## src/rtl/rcg_pkg.sv

```systemverilog
package rcg_pkg;
  typedef enum logic [1:0] {
    CAUSE_POR = 2'b00,
    CAUSE_WDT = 2'b01,
    CAUSE_OSC = 2'b10
  } rst_cause_e;

  typedef enum logic {
    SRC_OCO  = 1'b0,
    SRC_MAIN = 1'b1
  } clk_src_e;

  // strobes from the reset control to the register datapath
  typedef struct packed {
    logic sfrInit;    // partial reset applied this edge
    logic run;        // not in reset and not halted
    logic wdtIrqSet;  // underflow with reset disabled
  } ctl_strobe_t;
endpackage

```

## src/rtl/rcg_ctrl.sv

```systemverilog
module rcg_ctrl
  import rcg_pkg::*;
#(
  parameter int RST_CYCLES = 4,
  parameter int NUM_SFR = 8,
  parameter logic [NUM_SFR-1:0] PRESERVE_MASK = '1
) (
  input  logic clk,
  input  logic porN,
  input  logic wdtUnderflow,
  input  logic oscStopDet,
  input  logic wdtRstEn,
  input  logic oscStopSel,
  output logic sysRst,
  output logic restartReq,
  output logic halted,
  output logic [1:0] rstCause,
  output logic [NUM_SFR-1:0] keepMask,
  output ctl_strobe_t strobe
);
  localparam int CW = (RST_CYCLES > 2) ? $clog2(RST_CYCLES) : 1;
  localparam logic [CW-1:0] CNT_LOAD = CW'(RST_CYCLES - 1);

  logic [CW-1:0] cnt;
  logic running, wdtHit, oscHit;

  assign running = !sysRst && !halted;
  assign wdtHit  = running && wdtUnderflow && wdtRstEn;
  assign oscHit  = running && oscStopDet && !oscStopSel;

  assign strobe.sfrInit   = wdtHit || oscHit;
  assign strobe.run       = running;
  assign strobe.wdtIrqSet = running && wdtUnderflow && !wdtRstEn;

  assign keepMask = (sysRst && rstCause != CAUSE_POR) ? PRESERVE_MASK : '0;

  always_ff @(posedge clk or negedge porN) begin
    if (!porN) begin
      sysRst     <= 1'b1;
      cnt        <= CNT_LOAD;
      rstCause   <= CAUSE_POR;
      halted     <= 1'b0;
      restartReq <= 1'b0;
    end else begin
      restartReq <= 1'b0;
      if (sysRst) begin
        if (cnt != '0) begin
          cnt <= cnt - 1'b1;
        end else begin
          sysRst <= 1'b0;
          if (rstCause == CAUSE_OSC) halted <= 1'b1;
          else restartReq <= 1'b1;
        end
      end else if (oscHit || wdtHit) begin
        sysRst   <= 1'b1;
        cnt      <= CNT_LOAD;
        rstCause <= oscHit ? CAUSE_OSC : CAUSE_WDT;  // R11 priority
      end
    end
  end

  a_r2_rst_hold: assert property (@(posedge clk) disable iff (!porN)
    (sysRst && cnt != '0) |=> sysRst);
  a_r1_restart_at_release: assert property (@(posedge clk) disable iff (!porN)
    restartReq |-> (!sysRst && $past(sysRst)));
  a_r4_halt_no_restart: assert property (@(posedge clk) disable iff (!porN)
    halted |-> !restartReq);
  a_r11_no_retrigger: assert property (@(posedge clk) disable iff (!porN)
    (sysRst && cnt != '0) |=> $stable(rstCause));
endmodule

```

## src/rtl/rcg_datapath.sv

```systemverilog
module rcg_datapath
  import rcg_pkg::*;
(
  input  logic clk,
  input  logic porN,
  input  ctl_strobe_t strobe,
  input  logic irqClr,
  input  logic modeWe,
  input  logic [1:0] modeIn,
  input  logic divWe,
  input  logic divIn,
  input  logic swReq,
  input  logic swTarget,
  input  logic mainStable,
  input  logic ocoStable,
  input  logic errClr,
  output logic [1:0] procMode,
  output logic clkSel,
  output logic div8,
  output logic swErr,
  output logic wdtIrq
);
  logic targetStable, divOk, accept, reject;

  assign targetStable = (swTarget == SRC_MAIN) ? mainStable : ocoStable;
  assign divOk  = !(clkSel == SRC_OCO && swTarget == SRC_MAIN) || div8;
  assign accept = strobe.run && swReq && targetStable && divOk;
  assign reject = strobe.run && swReq && !(targetStable && divOk);

  always_ff @(posedge clk or negedge porN) begin
    if (!porN) begin
      procMode <= 2'b00;
      clkSel   <= SRC_OCO;
      div8     <= 1'b0;
      swErr    <= 1'b0;
      wdtIrq   <= 1'b0;
    end else if (strobe.sfrInit) begin
      clkSel <= SRC_OCO;
      div8   <= 1'b0;
      swErr  <= 1'b0;
      wdtIrq <= 1'b0;
    end else if (strobe.run) begin
      if (modeWe) procMode <= modeIn;
      if (divWe) div8 <= divIn;
      if (accept) begin
        clkSel <= swTarget;
        if (clkSel == SRC_OCO && swTarget == SRC_MAIN) div8 <= 1'b1;
      end
      if (reject) swErr <= 1'b1;
      else if (errClr) swErr <= 1'b0;
      if (strobe.wdtIrqSet) wdtIrq <= 1'b1;
      else if (irqClr) wdtIrq <= 1'b0;
    end
  end

  a_r6_mode_kept: assert property (@(posedge clk) disable iff (!porN)
    strobe.sfrInit |=> $stable(procMode));
  a_r9_div8_before_main: assert property (@(posedge clk) disable iff (!porN)
    (clkSel && !$past(clkSel)) |-> ($past(div8) && div8));
  a_r8_stable_target: assert property (@(posedge clk) disable iff (!porN)
    (clkSel != $past(clkSel) && !$past(strobe.sfrInit))
      |-> $past(swTarget ? mainStable : ocoStable));
  a_r10_err_sticky: assert property (@(posedge clk) disable iff (!porN)
    (swErr && !errClr && !strobe.sfrInit) |=> swErr);
endmodule

```

## src/rtl/rst_clk_guard.sv

```systemverilog
module rst_clk_guard
  import rcg_pkg::*;
#(
  parameter int RST_CYCLES = 4,
  parameter int NUM_SFR = 8,
  parameter logic [NUM_SFR-1:0] PRESERVE_MASK = 8'b0100_0110
) (
  input  logic clk,
  input  logic porN,
  input  logic wdtUnderflow,
  input  logic oscStopDet,
  input  logic wdtRstEn,
  input  logic oscStopSel,
  input  logic irqClr,
  input  logic modeWe,
  input  logic [1:0] modeIn,
  input  logic divWe,
  input  logic divIn,
  input  logic swReq,
  input  logic swTarget,
  input  logic mainStable,
  input  logic ocoStable,
  input  logic errClr,
  output logic sysRst,
  output logic restartReq,
  output logic halted,
  output logic [1:0] rstCause,
  output logic [NUM_SFR-1:0] keepMask,
  output logic [1:0] procMode,
  output logic clkSel,
  output logic div8,
  output logic swErr,
  output logic wdtIrq
);
  ctl_strobe_t strobe;

  rcg_ctrl #(.RST_CYCLES(RST_CYCLES), .NUM_SFR(NUM_SFR), .PRESERVE_MASK(PRESERVE_MASK)) uCtrl (
    .clk(clk), .porN(porN), .wdtUnderflow(wdtUnderflow), .oscStopDet(oscStopDet),
    .wdtRstEn(wdtRstEn), .oscStopSel(oscStopSel), .sysRst(sysRst),
    .restartReq(restartReq), .halted(halted), .rstCause(rstCause),
    .keepMask(keepMask), .strobe(strobe)
  );

  rcg_datapath uData (
    .clk(clk), .porN(porN), .strobe(strobe), .irqClr(irqClr),
    .modeWe(modeWe), .modeIn(modeIn), .divWe(divWe), .divIn(divIn),
    .swReq(swReq), .swTarget(swTarget), .mainStable(mainStable),
    .ocoStable(ocoStable), .errClr(errClr), .procMode(procMode),
    .clkSel(clkSel), .div8(div8), .swErr(swErr), .wdtIrq(wdtIrq)
  );
endmodule

```

## config.mk

```make
export PLATFORM = sky130hd
export DESIGN_NAME = rst_clk_guard
export DESIGN_NICKNAME = d
export VERILOG_FILES = /design/src/rtl/rcg_pkg.sv /design/src/rtl/rcg_ctrl.sv /design/src/rtl/rcg_datapath.sv /design/src/rtl/rst_clk_guard.sv
export SDC_FILE = /design/constraint.sdc
export NUM_CORES = 1
export LEC_CHECK = 0
export BUFFER_PORTS_ARGS = -buffer_cell sky130_fd_sc_hd__buf_2
export CAP_MARGIN = 20
export CORE_MARGIN = 5
export CORE_UTILIZATION = 35
export CTS_BUF_LIST = sky130_fd_sc_hd__clkbuf_2 sky130_fd_sc_hd__clkbuf_4 sky130_fd_sc_hd__clkbuf_8
export CTS_CLUSTER_DIAMETER = 120
export DETAILED_ROUTE_END_ITERATION = 6
export PLACE_DENSITY_LB_ADDON = 0.08
export SYNTH_ARGS = -nofsm -noshare
export SYNTH_HDL_FRONTEND = slang
export SYNTH_SLANG_ARGS = --single-unit
```

## constraint.sdc

```tcl
create_clock -name clk -period 1.45 [get_ports clk]
set_input_delay 0.29 -clock clk [delete_from_list [all_inputs] [get_ports clk]]
set_output_delay 0.29 -clock clk [all_outputs]
set_load 0.05 [all_outputs]
```

==> flow_summary.toml, run 1 <==
[sta]
drv_slew = 0
setup_ws_ns = -0.04760
fmax_mhz = 667.7
finalCritPeriodShare_pct = 103.3
fin_skew_ns = 0.002607
final-hold-violation-count = 0
min_period_ns = 1.498
setup_viol = 4
rsz0062_at_grt = "true"
setup_tns_ns = -0.1500

[power]
p_leak_uw = 0.0004557
total_power_uw = 2499
power.density_nw_per_um2 = 2718
peakVddDrop_mv = 1.780

[final_layout]
final_cell_mix = "27 x buf_2, 10 x nand2_1, 10 x dfrtp_1"
final_nets = 124
n_antenna_cell = 0
synthToLayoutAreaGrowth_pct = 37.13
layout-drive-gt1-share_pct = 46.67
finalNonFillerCells = 130
fin_util_pct = 51.58
final_common_cell = "buf_2"

[die]
core-area_um2 = 1783
pin_count = 36
die_y_um = 53.78
row_count = 15
die_x_um = 53.78
die_area_um2 = 2892
start_util_pct = 37.61

[clock_tree]
cts_tree = "yes"
clk_latency_ns = 0.28
cts_buffers = 3
cts_root_buf = "clkbuf_4"
cts_sinks = 13
htreeDepth = 1
clk_path_buf_depth = 2
path_clk_slew_ns = 0.09

[synthesis]
ys.flop_type = "dfrtp_1"
synth_top_area_share_pct = 37.31
syn_area_um2 = 670.6
synth.avg_cell_area_um2 = 9.581
yosysSeqAreaShare_pct = 49.07
yosysWarnings = 0
synthDistinctLibCells = 27
synth_edf_count = 0
ys_seq_elements = 13
synth_area_leaders = "dfrtp_1 37%, dfstp_2 12%, buf_4 7.8%"
yosysTopAreaCell = "dfrtp_1"
synth-async-reset-ratio_pct = 100.0
synth_cells = 70

[global_route]
overflow = 0
track_usage_pct = 12.38
grt_pass1_wl_um = 2525
antenna_found_initial = 0
grt_max_degree = 14
grt_pass1_vias = 567

[place]
dp_hpwl_um = 1199
dpl_worst_slack_ns = 0.08473
gp_congestion = 0.7796
dp.cells = 122
numPortBuffers = 30

[critical_path]
worst_ep_required_time_ns = 1.16
cp-start-kind = "register"
worstPathArrival_ns = 1.21
worst_path_max_delay_cell = "dfstp_4"
critPathMaxStageDelay_ns = 0.63
path_buf_inv = 1
critPathKind = "register to primary output"
worstPathCellList = "o21a_4 > buf_6"
cp_max_fo = 3
cpLargestDelayFamily = "flip-flops"
critPathCaptureType = "primary output"

[detailed_routing]
viasPerCell = 4.585
drtIter0Drc = 7
antenna_left = 0
first_pass_iters = 3
wire_per_inst_um = 12.40
num_vias = 596
routed_wl_um = 1612
drc = 0

[run_status]
violations = "negative setup slack"
status = "complete, but fails checks"

[flow_run]
drv_cap = 0

[hold_path]
hp-class = "primary input to register"
-- path summary, 6_finish.rpt --
| path | start | to | slack (ns) | depth (start not counted) |
|---|---|---|---|---|
| min in group asynchronous | porN | uCtrl.rstCause[0] | 0.42 | 2 |
| min | modeIn[1] | uData.procMode[1] | 0.24 | 2 |
| max reg2reg | uCtrl.sysRst | uData.clkSel | 0.05 | 5 |
| min reg2reg | uData.procMode[1] | uData.procMode[1] | 0.51 | 1 |
| max in group asynchronous | porN | uCtrl.cnt[0] | 0.75 | 2 |
| max | uCtrl.sysRst | keepMask[1] | -0.05 | 2 |
-- Yosys cell counts, types with 2 or more instances --
cell type  instances
inv_1              2
buf_4              7
nor2b_1            2
o21ai_0            4
nand3_1            2
nand2_1           10
mux2_2             2
nor3_1             3
dfrtp_1           10
a21oi_1            3
nor2_1             6
nand2b_1           2
dfstp_2            3
-- registers in the layout (all words and copies together), names as in the netlist --
register	flops
uData.swErr	1
uData.div8	1
uData.wdtIrq	1
uCtrl.rstCause	2
uCtrl.sysRst	1
uCtrl.restartReq	1
uCtrl.cnt	2
uCtrl.halted	1
uData.procMode	2
uData.clkSel	1
-- cells by family (layout without fill, tap and decap cells) --
kind of cell	count (synthesis)	in the layout	synth area share (%)
and+or+nand+nor	30	31	22.02
AOI/OAI and AO/OA	14	14	14.18
DFF	13	13	49.07
buffers and inverters	9	39	8.956
muxes	2	2	3.358
adders and majority gates	1	1	1.865
other	1	5	0.5592
-- metrics by stage --
| stage | instance area [µm²] | hold slack, ns |
|---|---|---|
| 2_1_floorplan | 704.4 | -0.005591 |
| 3_3_place_gp | 825.8 | 0.1938 |
| 3_5_place_dp | 825.8 | 0.2000 |
| 4_1_cts | 897.1 | 0.2326 |
| 5_1_grt | 919.6 | 0.2430 |
| 6_report | 919.6 | 0.2427 |
-- final cells by class --
class,instances,area (µm²)
inverters,2,7.507
well taps,25,31.28
flip-flops and latches,13,332.8
clock buffers,3,22.52
fillers,172,863.3
multi-input cells,53,326.6
repair buffers,33,193.9
clock inverters,1,5.005
-- what timing repair did --
| action | 4_1_cts | 5_1_grt |
|---|---|---|
| setup buffers | 1 | 1 |
| endpoints found under the hold margin | 10 | 0 |
| hold buffers | 1 | 0 |
| pin swaps | 2 | 1 |
| endpoints found under the setup margin | 4 | 10 |
| resized for setup | 7 | 2 |
| cloned | 0 | 1 |
-- power by group --
group / leakage (µW) / internal, µW / switching [µW] / total [µW]
clock: 0.0000177 / 102 / 128 / 231
combinational: 0.000282 / 475 / 1080 / 1560
sequential: 0.000156 / 573 / 138 / 712
total: 0.000456 / 1150 / 1350 / 2500
-- layer usage --
layer / vias to the layer above / global-route usage, % / share of wire [%]
li1: 297 / - / -
met1: 270 / 16.64 / 45
met2: 27 / 17.54 / 44
met3: 2 / 3.878 / 11
met4: 0 / 6.383 / 0.74
met5: - / 0 / 0
-- worst register-to-register path: stages, from the launching register on --
cell     delay (ns)
dfstp_4        0.48
buf_4          0.16
nor2_4         0.18
nand2_2        0.07
or3_1          0.32
a21oi_2        0.12
No activity file was read; power rests on OpenSTA's default activity.
==> run 2: changes to the inputs <==
--- a/config.mk
+++ b/config.mk
@@ -12,6 +12,7 @@
 export CTS_BUF_LIST = sky130_fd_sc_hd__clkbuf_2 sky130_fd_sc_hd__clkbuf_4 sky130_fd_sc_hd__clkbuf_8
 export CTS_CLUSTER_DIAMETER = 120
 export DETAILED_ROUTE_END_ITERATION = 6
+export GPL_ROUTABILITY_DRIVEN = 0
 export PLACE_DENSITY_LB_ADDON = 0.08
 export SYNTH_ARGS = -nofsm -noshare
 export SYNTH_HDL_FRONTEND = slang
==> constraint.sdc (replaced) <==
create_clock -name clk -period 1.45 [get_ports clk]
set_input_delay 0.145 -clock clk [delete_from_list [all_inputs] [get_ports clk]]
set_output_delay 0.145 -clock clk [all_outputs]
set_load 0.05 [all_outputs]
==> flow_summary.toml, run 2 (same netlist as run 1, synthesis figures left out) <==
[run_status]
status = "finished, final reports clean"

[global_route]
track_usage_pct = 11.49
grt_pass1_wl_um = 2325
grt_max_degree = 14
antenna_found_initial = 0
grt_pass1_vias = 542
overflow = 0

[critical_path]
cp_max_fo = 8
worst_ep_required_time_ns = 1.31
critPathKind = "register to primary output"
r2r.worst_path.cells = 4
reg2reg_to = "uCtrl.cnt[0]"
rr_startpoint = "uCtrl.sysRst"
critPathCaptureType = "primary output"
cp-start-kind = "register"
regToRegSetupSlack_ns = 0.13
worstPathArrival_ns = 1.26

[clock_tree]
cts_buffers = 3
clk_latency_ns = 0.27
cts_tree = "yes"
cts_sinks = 13
path_clk_slew_ns = 0.08
clk_path_buf_depth = 2
htreeDepth = 1
cts_root_buf = "clkbuf_4"
post_cts_buffers = 0

[detailed_routing]
num_vias = 572
drc = 0
first_pass_iters = 2
drtIter0Drc = 6
routed_wl_um = 1453
antenna_left = 0
viasPerCell = 4.504
wire_per_inst_um = 11.44

[die]
die_y_um = 53.78
start_util_pct = 37.61
pin_count = 36
core-area_um2 = 1783
row_count = 15
die_area_um2 = 2892
die_x_um = 53.78

[sta]
hold_ws_ns = 0.09834
setup_viol = 0
setup_ws_ns = 0.04726
finalCritPeriodShare_pct = 96.74
fin_skew_ns = 0.001076
fmax_mhz = 712.9
min_period_ns = 1.403
drv_slew = 0
final-hold-violation-count = 0
rsz0062_at_grt = "true"

[place]
numPortBuffers = 30
dp_hpwl_um = 1142
dpl_worst_slack_ns = 0.1261

[hold_path]
hold_path_end = "uData.procMode[1]"
hold_start = "modeIn[1]"
hp-class = "primary input to register"
whs_path_depth = 2

[final_layout]
layout-drive-gt1-share_pct = 43.14
final_nets = 121
final_cell_mix = "27 x buf_2, 10 x nand2_1, 10 x dfrtp_1"
synthToLayoutAreaGrowth_pct = 29.29
n_fill_cell = 180
n_antenna_cell = 0
final_common_cell = "buf_2"
reg_top3 = "uCtrl.cnt x2, uCtrl.rstCause x2, uData.procMode x2"

[power]
power.density_nw_per_um2 = 2729
p_leak_uw = 0.0004372
peakVddDrop_mv = 1.929

[flow_run]
drv_cap = 0
run 2: worst max path at each step:
| stage | start | end | slack, ns |
|---|---|---|---|
| 2_1_floorplan | uCtrl.sysRst | uData.procMode[0] | 0.01 |
| 3_3_place_gp | uCtrl.sysRst | uCtrl.cnt[0] | 0.14 |
| 3_5_place_dp | uCtrl.sysRst | uCtrl.cnt[0] | 0.13 |
| 4_1_cts | uCtrl.sysRst | keepMask[2] | -0.03 |
| 5_1_grt | uCtrl.sysRst | keepMask[1] | -0.01 |
| 6_report | uCtrl.sysRst | keepMask[2] | 0.05 |
run 2: critical path: stages (launching register included):
cell,delay (ns)
dfstp_2,0.64
o21a_4,0.16
buf_4,0.19
run 2: metal layers:
layer  wire length (µm)  up-vias  track usage [%]
li1                   -      291                -
met1                696      255            16.12
met2                603       26            16.13
met3                154        0            2.493
met4                  0        0            6.383
met5                  0        -                0
run 2: stage by stage:
stage | setup TNS (ns) | cell area (µm²) | instances | utilization [%] | total power, µW
final | 0 | 867.1 | 127 | 48.63 | 2366
after global placement | 0 | 822.0 | 122 | 46.11 | 2118
after detailed placement | 0 | 822.0 | 122 | 46.11 | 2124
after global routing | -0.03549 | 867.1 | 127 | 48.63 | 2535
after floorplan | 0 | 693.2 | 74 | - | 1866
after CTS | -0.08486 | 859.6 | 127 | 48.21 | 2362
run 2: power breakdown:
group          switching, µW  internal [µW]  total, µW
combinational           1020            400       1420
clock                    126            102        228
sequential               155            565        720
run 2: area by class of cell:
class | count | area, µm² | share of cell area [%]
inverter | 2 | 7.507 | 0.8658
sequential | 13 | 329.1 | 37.95
multi-input combinational | 52 | 304.0 | 35.06
timing repair buffer | 31 | 167.7 | 19.34
tap | 25 | 31.28 | 3.608
clock inverter | 1 | 5.005 | 0.5772
clock buffer | 3 | 22.52 | 2.597
run 2: timing repair:
| action | CTS | global route |
|---|---|---|
| endpoints found under the setup margin | 3 | 3 |
| hold buffers | 1 | 0 |
| endpoints found under the hold margin | 10 | 0 |
| resized for setup | 0 | 6 |
